**config.mk**
```make
export PLATFORM = sky130hd
export DESIGN_NAME = uart_handshake
export DESIGN_NICKNAME = d
export VERILOG_FILES = /design/src/rtl/uhs_pkg.sv /design/src/rtl/uhs_baud.sv /design/src/rtl/uhs_cts.sv /design/src/rtl/uhs_tx.sv /design/src/rtl/uhs_rx.sv /design/src/rtl/uart_handshake.sv
export SDC_FILE = /design/constraint.sdc
export NUM_CORES = 1
export LEC_CHECK = 0
export BUFFER_PORTS_ARGS = -buffer_cell sky130_fd_sc_hd__buf_2
export CORE_MARGIN = 5
export CORE_UTILIZATION = 45
export CTS_CLUSTER_SIZE = 28
export DETAILED_ROUTE_END_ITERATION = 8
export HOLD_SLACK_MARGIN = 0.12
export SETUP_SLACK_MARGIN = 0.5
export SYNTH_ARGS = -nofsm -noshare
export SYNTH_HDL_FRONTEND = slang
export SYNTH_HIERARCHICAL = 1
export SYNTH_SLANG_ARGS = --single-unit
```
**constraint.sdc**
```tcl
create_clock -name clk -period 5.72 [get_ports clk]
set_input_delay 1.716 -clock clk [delete_from_list [all_inputs] [get_ports clk]]
set_output_delay 1.716 -clock clk [all_outputs]
set_load 0.05 [all_outputs]
```
**src/rtl/uhs_pkg.sv**
```systemverilog
package uhs_pkg;
  localparam int OVS = 16;

  typedef enum logic [2:0] {
    TX_IDLE, TX_START, TX_DATA, TX_STOP, TX_BREAK
  } tx_st_e;

  typedef enum logic [1:0] {
    RX_IDLE, RX_START, RX_DATA, RX_STOP
  } rx_st_e;
endpackage

```
**src/rtl/uhs_baud.sv**
```systemverilog
module uhs_baud #(
  parameter int DIV_W = 16
) (
  input  logic             clk,
  input  logic             rst_n,
  input  logic [DIV_W-1:0] div,
  output logic             tick
);
  logic [DIV_W-1:0] cnt_q, cnt_d;

  always_comb begin
    tick  = (cnt_q >= div);
    cnt_d = tick ? '0 : cnt_q + 1'b1;
  end

  always_ff @(posedge clk or negedge rst_n) begin
    if (!rst_n) cnt_q <= '0;
    else        cnt_q <= cnt_d;
  end
endmodule

```
**src/rtl/uhs_cts.sv**
```systemverilog
module uhs_cts (
  input  logic clk,
  input  logic rst_n,
  input  logic cts_n,
  input  logic cts_en,
  input  logic clr,
  input  logic irq_en,
  output logic cts_s,
  output logic flag,
  output logic irq
);
  logic s1_q, s2_q, s3_q, flag_q, flag_d, edge_seen;

  always_comb begin
    edge_seen = cts_en && (s2_q != s3_q);
    flag_d    = (flag_q && !clr) || edge_seen;
  end

  always_ff @(posedge clk or negedge rst_n) begin
    if (!rst_n) begin
      s1_q <= 1'b1; s2_q <= 1'b1; s3_q <= 1'b1; flag_q <= 1'b0;
    end else begin
      s1_q <= cts_n; s2_q <= s1_q; s3_q <= s2_q; flag_q <= flag_d;
    end
  end

  assign cts_s = s2_q;
  assign flag  = flag_q;
  assign irq   = flag_q && irq_en;

  p_sticky_r10: assert property (@(posedge clk) disable iff (!rst_n)
    (flag_q && !clr) |=> flag_q);
  p_set_needs_en_r10: assert property (@(posedge clk) disable iff (!rst_n)
    $rose(flag_q) |-> $past(cts_en));
endmodule

```
**src/rtl/uhs_tx.sv**
```systemverilog
module uhs_tx
  import uhs_pkg::*;
#(
  parameter int DATA_W = 8
) (
  input  logic              clk,
  input  logic              rst_n,
  input  logic              tick,
  input  logic              wr,
  input  logic [DATA_W-1:0] wdata,
  input  logic              brk_req,
  input  logic              cts_en,
  input  logic              cts_s,
  output logic              line,
  output logic              empty,
  output logic              busy
);
  localparam int SUB_W = $clog2(OVS);
  localparam int BC_W  = $clog2(DATA_W + 2);
  localparam logic [SUB_W-1:0] SUB_LAST = SUB_W'(OVS - 1);
  localparam logic [BC_W-1:0]  BC_DLAST = BC_W'(DATA_W - 1);
  localparam logic [BC_W-1:0]  BC_BLAST = BC_W'(DATA_W + 1);

  tx_st_e            st_q, st_d;
  logic [SUB_W-1:0]  sub_q, sub_d;
  logic [BC_W-1:0]   bc_q, bc_d;
  logic [DATA_W-1:0] sh_q, sh_d, hold_q, hold_d;
  logic              hvld_q, hvld_d, brk_q, brk_d, line_q, line_d;
  logic              bit_end;

  always_comb begin
    st_d = st_q; sub_d = sub_q; bc_d = bc_q; sh_d = sh_q;
    hold_d = hold_q; hvld_d = hvld_q; line_d = line_q;
    brk_d = brk_q || brk_req;
    bit_end = (sub_q == SUB_LAST);
    if (wr && !hvld_q) begin
      hvld_d = 1'b1;
      hold_d = wdata;
    end
    if (tick) begin
      if (st_q != TX_IDLE) sub_d = bit_end ? '0 : sub_q + 1'b1;
      case (st_q)
        TX_IDLE: begin
          if (brk_q) begin
            st_d = TX_BREAK; sub_d = '0; bc_d = '0; line_d = 1'b0;
            brk_d = brk_req;
          end else if (hvld_q && (!cts_en || !cts_s)) begin
            st_d = TX_START; sub_d = '0; sh_d = hold_q; hvld_d = 1'b0;
            line_d = 1'b0;
          end
        end
        TX_START: begin
          if (bit_end) begin
            st_d = TX_DATA; bc_d = '0; line_d = sh_q[0];
          end
        end
        TX_DATA: begin
          if (bit_end) begin
            if (bc_q == BC_DLAST) begin
              st_d = TX_STOP; line_d = 1'b1;
            end else begin
              sh_d = sh_q >> 1; line_d = sh_q[1]; bc_d = bc_q + 1'b1;
            end
          end
        end
        TX_BREAK: begin
          if (bit_end) begin
            if (bc_q == BC_BLAST) begin
              st_d = TX_STOP; line_d = 1'b1;
            end else begin
              bc_d = bc_q + 1'b1;
            end
          end
        end
        TX_STOP: begin
          if (bit_end) st_d = TX_IDLE;
        end
        default: st_d = TX_IDLE;
      endcase
    end
  end

  always_ff @(posedge clk or negedge rst_n) begin
    if (!rst_n) begin
      st_q <= TX_IDLE; sub_q <= '0; bc_q <= '0; sh_q <= '0;
      hold_q <= '0; hvld_q <= 1'b0; brk_q <= 1'b0; line_q <= 1'b1;
    end else begin
      st_q <= st_d; sub_q <= sub_d; bc_q <= bc_d; sh_q <= sh_d;
      hold_q <= hold_d; hvld_q <= hvld_d; brk_q <= brk_d; line_q <= line_d;
    end
  end

  assign line  = line_q;
  assign empty = !hvld_q;
  assign busy  = (st_q != TX_IDLE);

  p_cts_gate_r3: assert property (@(posedge clk) disable iff (!rst_n)
    (st_q == TX_START && $past(st_q) == TX_IDLE) |-> (!$past(cts_en) || !$past(cts_s)));
  p_no_abort_r4: assert property (@(posedge clk) disable iff (!rst_n)
    (st_q == TX_IDLE && $past(st_q) != TX_IDLE) |-> ($past(st_q) == TX_STOP));
  p_idle_high_r1: assert property (@(posedge clk) disable iff (!rst_n)
    (st_q == TX_IDLE) |-> line_q);
endmodule

```
**src/rtl/uhs_rx.sv**
```systemverilog
module uhs_rx
  import uhs_pkg::*;
#(
  parameter int DATA_W = 8
) (
  input  logic              clk,
  input  logic              rst_n,
  input  logic              tick,
  input  logic              line,
  input  logic              rd,
  output logic [DATA_W-1:0] data,
  output logic              full
);
  localparam int SUB_W = $clog2(OVS);
  localparam int BC_W  = $clog2(DATA_W);
  localparam logic [SUB_W-1:0] SUB_LAST = SUB_W'(OVS - 1);
  localparam logic [SUB_W-1:0] SUB_MID  = SUB_W'(OVS / 2 - 1);
  localparam logic [BC_W-1:0]  BC_LAST  = BC_W'(DATA_W - 1);

  rx_st_e            st_q, st_d;
  logic [SUB_W-1:0]  sub_q, sub_d;
  logic [BC_W-1:0]   bc_q, bc_d;
  logic [DATA_W-1:0] sh_q, sh_d, data_q, data_d;
  logic              m1_q, ls_q, full_q, full_d, done, wr_en;

  always_comb begin
    st_d = st_q; sub_d = sub_q; bc_d = bc_q; sh_d = sh_q;
    done = 1'b0;
    if (tick) begin
      case (st_q)
        RX_IDLE: if (!ls_q) begin st_d = RX_START; sub_d = '0; end
        RX_START: begin
          if (sub_q == SUB_MID) begin
            sub_d = '0; bc_d = '0;
            st_d  = ls_q ? RX_IDLE : RX_DATA;
          end else sub_d = sub_q + 1'b1;
        end
        RX_DATA: begin
          if (sub_q == SUB_LAST) begin
            sub_d = '0;
            sh_d  = {ls_q, sh_q[DATA_W-1:1]};
            if (bc_q == BC_LAST) st_d = RX_STOP;
            else bc_d = bc_q + 1'b1;
          end else sub_d = sub_q + 1'b1;
        end
        RX_STOP: begin
          if (sub_q == SUB_LAST) begin
            st_d = RX_IDLE; sub_d = '0; done = ls_q;
          end else sub_d = sub_q + 1'b1;
        end
        default: st_d = RX_IDLE;
      endcase
    end
    wr_en  = done && !full_q;
    full_d = full_q;
    data_d = data_q;
    if (rd) full_d = 1'b0;
    if (wr_en) begin
      full_d = 1'b1;
      data_d = sh_q;
    end
  end

  always_ff @(posedge clk or negedge rst_n) begin
    if (!rst_n) begin
      st_q <= RX_IDLE; sub_q <= '0; bc_q <= '0; sh_q <= '0;
      data_q <= '0; full_q <= 1'b0; m1_q <= 1'b1; ls_q <= 1'b1;
    end else begin
      st_q <= st_d; sub_q <= sub_d; bc_q <= bc_d; sh_q <= sh_d;
      data_q <= data_d; full_q <= full_d; m1_q <= line; ls_q <= m1_q;
    end
  end

  assign data = data_q;
  assign full = full_q;

  p_rd_clears_r9: assert property (@(posedge clk) disable iff (!rst_n)
    (rd && !wr_en) |=> !full_q);
  p_hold_when_full_r8: assert property (@(posedge clk) disable iff (!rst_n)
    (full_q && !rd) |=> (full_q && $stable(data_q)));
endmodule

```
**src/rtl/uart_handshake.sv**
```systemverilog
module uart_handshake #(
  parameter int DATA_W = 8,
  parameter int DIV_W  = 16
) (
  input  logic              clk,
  input  logic              rst_n,
  input  logic [DIV_W-1:0]  baud_div,
  input  logic              rts_en,
  input  logic              cts_en,
  input  logic              cts_irq_en,
  input  logic              tx_wr,
  input  logic [DATA_W-1:0] tx_data,
  input  logic              brk_req,
  output logic              tx_empty,
  output logic              tx_busy,
  output logic              txd,
  input  logic              rxd,
  output logic [DATA_W-1:0] rx_data,
  output logic              rx_full,
  input  logic              rx_rd,
  input  logic              cts_n,
  output logic              rts_n,
  output logic              cts_chg,
  input  logic              cts_chg_clr,
  output logic              cts_irq
);
  logic rs1_q, rs2_q, tick, cts_s;

  always_ff @(posedge clk or negedge rst_n) begin
    if (!rst_n) begin
      rs1_q <= 1'b0; rs2_q <= 1'b0;
    end else begin
      rs1_q <= 1'b1; rs2_q <= rs1_q;
    end
  end

  uhs_baud #(.DIV_W(DIV_W)) u_baud (
    .clk(clk), .rst_n(rs2_q), .div(baud_div), .tick(tick));

  uhs_cts u_cts (
    .clk(clk), .rst_n(rs2_q), .cts_n(cts_n), .cts_en(cts_en),
    .clr(cts_chg_clr), .irq_en(cts_irq_en), .cts_s(cts_s),
    .flag(cts_chg), .irq(cts_irq));

  uhs_tx #(.DATA_W(DATA_W)) u_tx (
    .clk(clk), .rst_n(rs2_q), .tick(tick), .wr(tx_wr), .wdata(tx_data),
    .brk_req(brk_req), .cts_en(cts_en), .cts_s(cts_s), .line(txd),
    .empty(tx_empty), .busy(tx_busy));

  uhs_rx #(.DATA_W(DATA_W)) u_rx (
    .clk(clk), .rst_n(rs2_q), .tick(tick), .line(rxd), .rd(rx_rd),
    .data(rx_data), .full(rx_full));

  assign rts_n = rts_en && rx_full;

  p_irq_needs_flag_r11: assert property (@(posedge clk) disable iff (!rs2_q)
    cts_irq |-> cts_chg);
endmodule

```
**Word-level counts from Yosys, hierarchy flattened**

Cells that the tools add are included.

- Bits in registers: 80
- Latch bits: 0
- Memory bits (writable): 0
- Memory bits (read-only): 0
- Bits of input ports: 35
- Output and inout port bits: 15
- Logic and storage cells: 155
- Memories: 0

- $add $sub $neg: 5
- $mul: 0
- Divide/modulo/power cells: 0
- $lt $le $gt $ge: 1
- Equal/unequal tests: 32
- Shifts and indexed selects: 0
- Mux-type cells: 63
- Bitwise operators: 0
- Reduce and logical (&&, ||, !) cells: 31

Operators with widths:

| cell | count |
|---|---|
| two-way mux 4 bit | 14 |
| two-way mux 3 bit | 11 |
| two-way mux 8 bit | 4 |
| != test 2 x 1 -> 1 bit (second input constant) | 12 |
| two-way mux 1 bit | 20 |
| adder 16 x 1 -> 16 bit (second input constant) | 1 |
| greater-or-equal comparator 16 bit | 1 |
| two-way mux 16 bit | 1 |
| case mux 4 bit (4 select lines) | 1 |
| case mux 8 bit (2 select lines) | 1 |
| AND reduction 8 bit | 2 |
| case mux 3 bit (5 select lines) | 1 |
| adder 4 x 1 -> 4 bit (second input constant) | 3 |
| == test 4 bit (second input constant) | 3 |
| two-way mux 2 bit | 6 |
| case mux 4 bit (3 select lines) | 1 |
| AND reduction 6 bit | 2 |
| != test 2 bit (second input constant) | 5 |
| == test 4 x 3 -> 1 bit (second input constant) | 2 |
| case mux 2 bit (4 select lines) | 1 |
| logical AND 1 bit | 7 |
| AND reduction 7 bit | 1 |
| == test 3 x 2 -> 1 bit (second input constant) | 2 |
| == test 3 bit (second input constant) | 2 |
| other kinds (19) | 28 |

**Depth between registers and ports, before layout**

- Depth in word-level cells: 7
- Depth in mapped cells: 11
- Gate-level depth less buffers: 11

**Modules after synthesis**

Netlist, hierarchy kept.

By module, submodules not included:

| module | times used | cells each | area each (µm²) | sequential area each (µm²) |
|---|---|---|---|---|
| uhs_tx | 1 | 157 | 1627.8 | 752.0 |
| uhs_baud | 1 | 130 | 1266.2 | 400.4 |
| uhs_rx | 1 | 90 | 1242.4 | 703.2 |
| uhs_cts | 1 | 8 | 131.4 | 103.8 |
| uart_handshake | 1 | 4 | 60.1 | 50.0 |

**Worst setup path after synthesis**

No wires, ideal clock.

- Path kind: input to register
- Start point: in baud_div[15]
- End point: reg u_tx.bc_q[0]
- Setup time: 0.128 ns
- Arrival: 4.146 ns
- Data required time: 5.592 ns
- Path slack: 1.447 ns
- Stages: 11
- Path buffers: 0
- Path through: inv_1 -> ha_1 -> nand4_1 -> or3_4 -> o31ai_4 -> or3_1 -> inv_1 -> a211oi_1 -> o21ai_1 -> a31oi_2 -> mux2_1

- Longest elaborated chain between the ends: 2

Ends and longest elaborated chain:

| element | line | source |
|---|---|---|
| from (decl) | uart_handshake.sv:7 | `input logic [DIV_W-1:0] baud_div,` |
| greater-or-equal comparator 16 bit | uhs_baud.sv:12 | `tick = (cnt_q >= div);` |
| net tick | uart_handshake.sv:27 | `logic rs1_q, rs2_q, tick, cts_s;` |
| AND reduction 8 bit (no line) | -- |  |
| to (signal assigned) | uhs_tx.sv:85 | `st_q <= TX_IDLE; sub_q <= '0; bc_q <= '0; sh_q <= '0;` |
| to (signal assigned) | uhs_tx.sv:88 | `st_q <= st_d; sub_q <= sub_d; bc_q <= bc_d; sh_q <= sh_d;` |
| to (decl) | uhs_tx.sv:26 | `logic [BC_W-1:0] bc_q, bc_d;` |

The timed path passes the listed nets, and every way through them passes these cells.
A chain may end at the register's enable or synchronous reset.

**Worst setup path after layout**

- Start point: in baud_div[15]
- End point: reg u_tx.bc_q[1]

The elaborated chain is that of the path after synthesis.

==> flow_metrics.tcl <==
set metrics [dict create \
    drcViolationCount 0 \
    layout_min_cycle_time_ps 4290 \
    rows 35 \
    num_vias 3051 \
    async_flop_share_pct 100 \
    fmax_mhz 233 \
    grt_max_degree 79 \
    powerDensity_nw_per_um2 334 \
    first_pass_iters 4 \
    hold_violations 0 \
    io_buffers 49 \
    finalCritPeriodShare_pct 75.1 \
    fin_tns_setup_ps 0 \
    clk_pin_slew_ps 80 \
    layout_setup_ws_ps 1430 \
    clock-sinks 80 \
    critPathMaxFanout 17 \
    maxSlewViolCount 0 \
    cts.repair.resized 0 \
    cts_buffers 9 \
    path_class "in2reg" \
    startpoint_type "input pin" \
    clockBufferDepth 2 \
    final_cells 575 \
    viasPerCell 5.31 \
    irDropWorstVdd_mv 0.153 \
    synth.area.top_cells "dfrtp_1, mux2_2, ha_1" \
    fill_cells 850 \
    grt_usage_pct 15.5 \
    diodes 0 \
    drt-total-wl_um 8350 \
    detail-route-antenna-nets 0 \
    dp.cells 559 \
    synth_edf_count 0 \
    yosysTopAreaCell "dfrtp_1" \
    ys_types 67 \
    clockRootBuffer "clkbuf_8" \
    syn2layout_area_growth_pct 13.7 \
    dpl.hpwl_um 6080 \
    h-tree-depth 3 \
    syn_nets 447 \
    first_global_vias 3129 \
    yosysWarnings 6 \
    synth-seq-cells 80 \
    num_io_pins 50 \
    drive_gt1_share_pct 29.8 \
    tritoncts "built" \
    initialDrtViolationCount 150 \
    synth_top_area_share_pct 42.8 \
    setup-violations-final 0 \
    maxCapViolCount 0 \
    final_util_pct 52.8 \
    die_area_um2 11700 \
    final_cell_mix "dfrtp_1, buf_2, inv_1, mux2_2, nor2_1" \
    netlist_area_um2 4330 \
    holdBufCountCts 0 \
    fp.coreArea_um2 9330 \
    dpl_worst_slack_ps 1040 \
    rsz0062_at_grt "no" \
    hold_slack_ps 356 \
    status "finished clean" \
    grt_pass1_wl_um 14700 \
    start_util_pct 46.4 \
    end_kind "register" \
    die_y_um 108 \
    insertion_delay_ps 340 \
    place_congestion 0.768 \
    worst_pin_slew_ps 989 \
    final_common_cell "dfrtp_1" \
    nNetsFinal 499 \
    antenna_found_initial 0 \
    fin_worst_skew_ps 6.32 \
    crit_arrival_ps 4520 \
    grt-ovfl-total 0 \
    synth_cells 389 \
    maxSlewHeadroom_pct 34.1 \
    wl_per_cell_um 14.5 \
    synthFlopType "dfrtp_1" \
    synth_sequential_area_ratio_pct 46.4 \
    post-cts-setup-buffers 0 \
    hp-class "reg2reg" \
    die_w_um 108 \
    cellLeakagePower_nw 2.28 \
    syn_avg_cell_area_um2 11.1 \
    required_ps 5950 \
]
==> metrics by stage <==
step,power (W),instance area [um2]
3_3_place_gp,0.00114,4680
2_1_floorplan,0.00107,4330
4_1_cts,0.00167,4920
6_report,0.00164,4920
5_1_grt,0.00176,4920
3_5_place_dp,0.00116,4680
==> critical path, cell delays in order <==
cell      delay, ps
buf_2            70
inv_1            30
ha_1            310
nand4_1         140
or3_4           430
o31ai_4         230
buf_4           280
or3_1           170
inv_1           110
a211oi_1        230
o21ai_1         150
a31oi_2         280
mux2_1          350
==> cell families after synthesis <==
family / Yosys count / share of synthesized area [%]
AOI/OAI and AO/OA: 60 / 10.3
xor gates and xnor gates: 19 / 3.85
adders and majority gates: 23 / 6.65
buffers and inverters: 43 / 4.77
DFF: 80 / 46.4
muxes: 41 / 10.4
other: 1 / 0.0866
and+or+nand+nor: 122 / 17.5
==> registers in the layout, summed over array words and instances (netlist names), 3 cells and up, named ones only <==
| signal | cells |
|---|---|
| u_baud/cnt_q | 16 |
| u_rx/bc_q | 3 |
| u_rx/data | 8 |
| u_rx/sh_q | 8 |
| u_rx/sub_q | 4 |
| u_tx/bc_q | 4 |
| u_tx/hold_q | 8 |
| u_tx/sh_q | 8 |
| u_tx/st_q | 3 |
| u_tx/sub_q | 4 |
==> metal layers <==
metal	up-vias	share of wire (%)	global-route usage [%]
li1	1499	-	-
met1	1482	46	20.3
met2	59	48	25.4
met3	11	4.0	3.82
met4	0	1.8	4.96
met5	-	0	0
==> cell usage after synthesis (4+ instances only) <==
| library cell | count |
|---|---|
| dfrtp_1 | 74 |
| inv_1 | 29 |
| mux2_2 | 29 |
| nor2_1 | 27 |
| ha_1 | 23 |
| a21oi_1 | 21 |
| nand2_1 | 16 |
| xnor2_1 | 16 |
| nand3_1 | 12 |
| mux2i_1 | 10 |
| nor4_1 | 10 |
| nor4_2 | 10 |
| nand4_1 | 8 |
| nor3_1 | 7 |
| o21ai_0 | 7 |
| dfstp_2 | 6 |
| buf_6 | 5 |
| nand2b_1 | 5 |
| a22o_1 | 4 |
| and2_1 | 4 |
==> worst paths after layout <==
path                                   from  depth (start not counted)      endpoint  slack, ps
setup / recovery               baud_div[15]                         13  u_tx/bc_q[1]       1430
hold / removal                        rs1_q                          0         rs2_q        360
setup reg to reg           u_baud/cnt_q[11]                         11  u_tx/bc_q[1]       2450
hold reg to reg                       rs1_q                          0         rs2_q        360
max in group asynchronous             rst_n                          1         rs2_q       4480
min in group asynchronous             rs2_q                          0  u_rx/bc_q[1]        490
==> report_power, final <==
group,switching (W),internal [W],total (W)
clock network,0.000204,0.000293,0.000498
registers,0.000123,0.000661,0.000784
logic,0.000193,0.000170,0.000362
==> area by class of cell <==
cell class / count / area, um2 / share of cell area, %
sequential: 80 / 2010 / 40.9
timing repair buffer: 53 / 275 / 5.59
clock inverter: 6 / 116 / 2.36
tap: 129 / 161 / 3.28
clock buffer: 10 / 128 / 2.59
inverter: 31 / 116 / 2.36
multi-input combinational: 266 / 2110 / 42.9
Power figures use the tool's default switching activity.
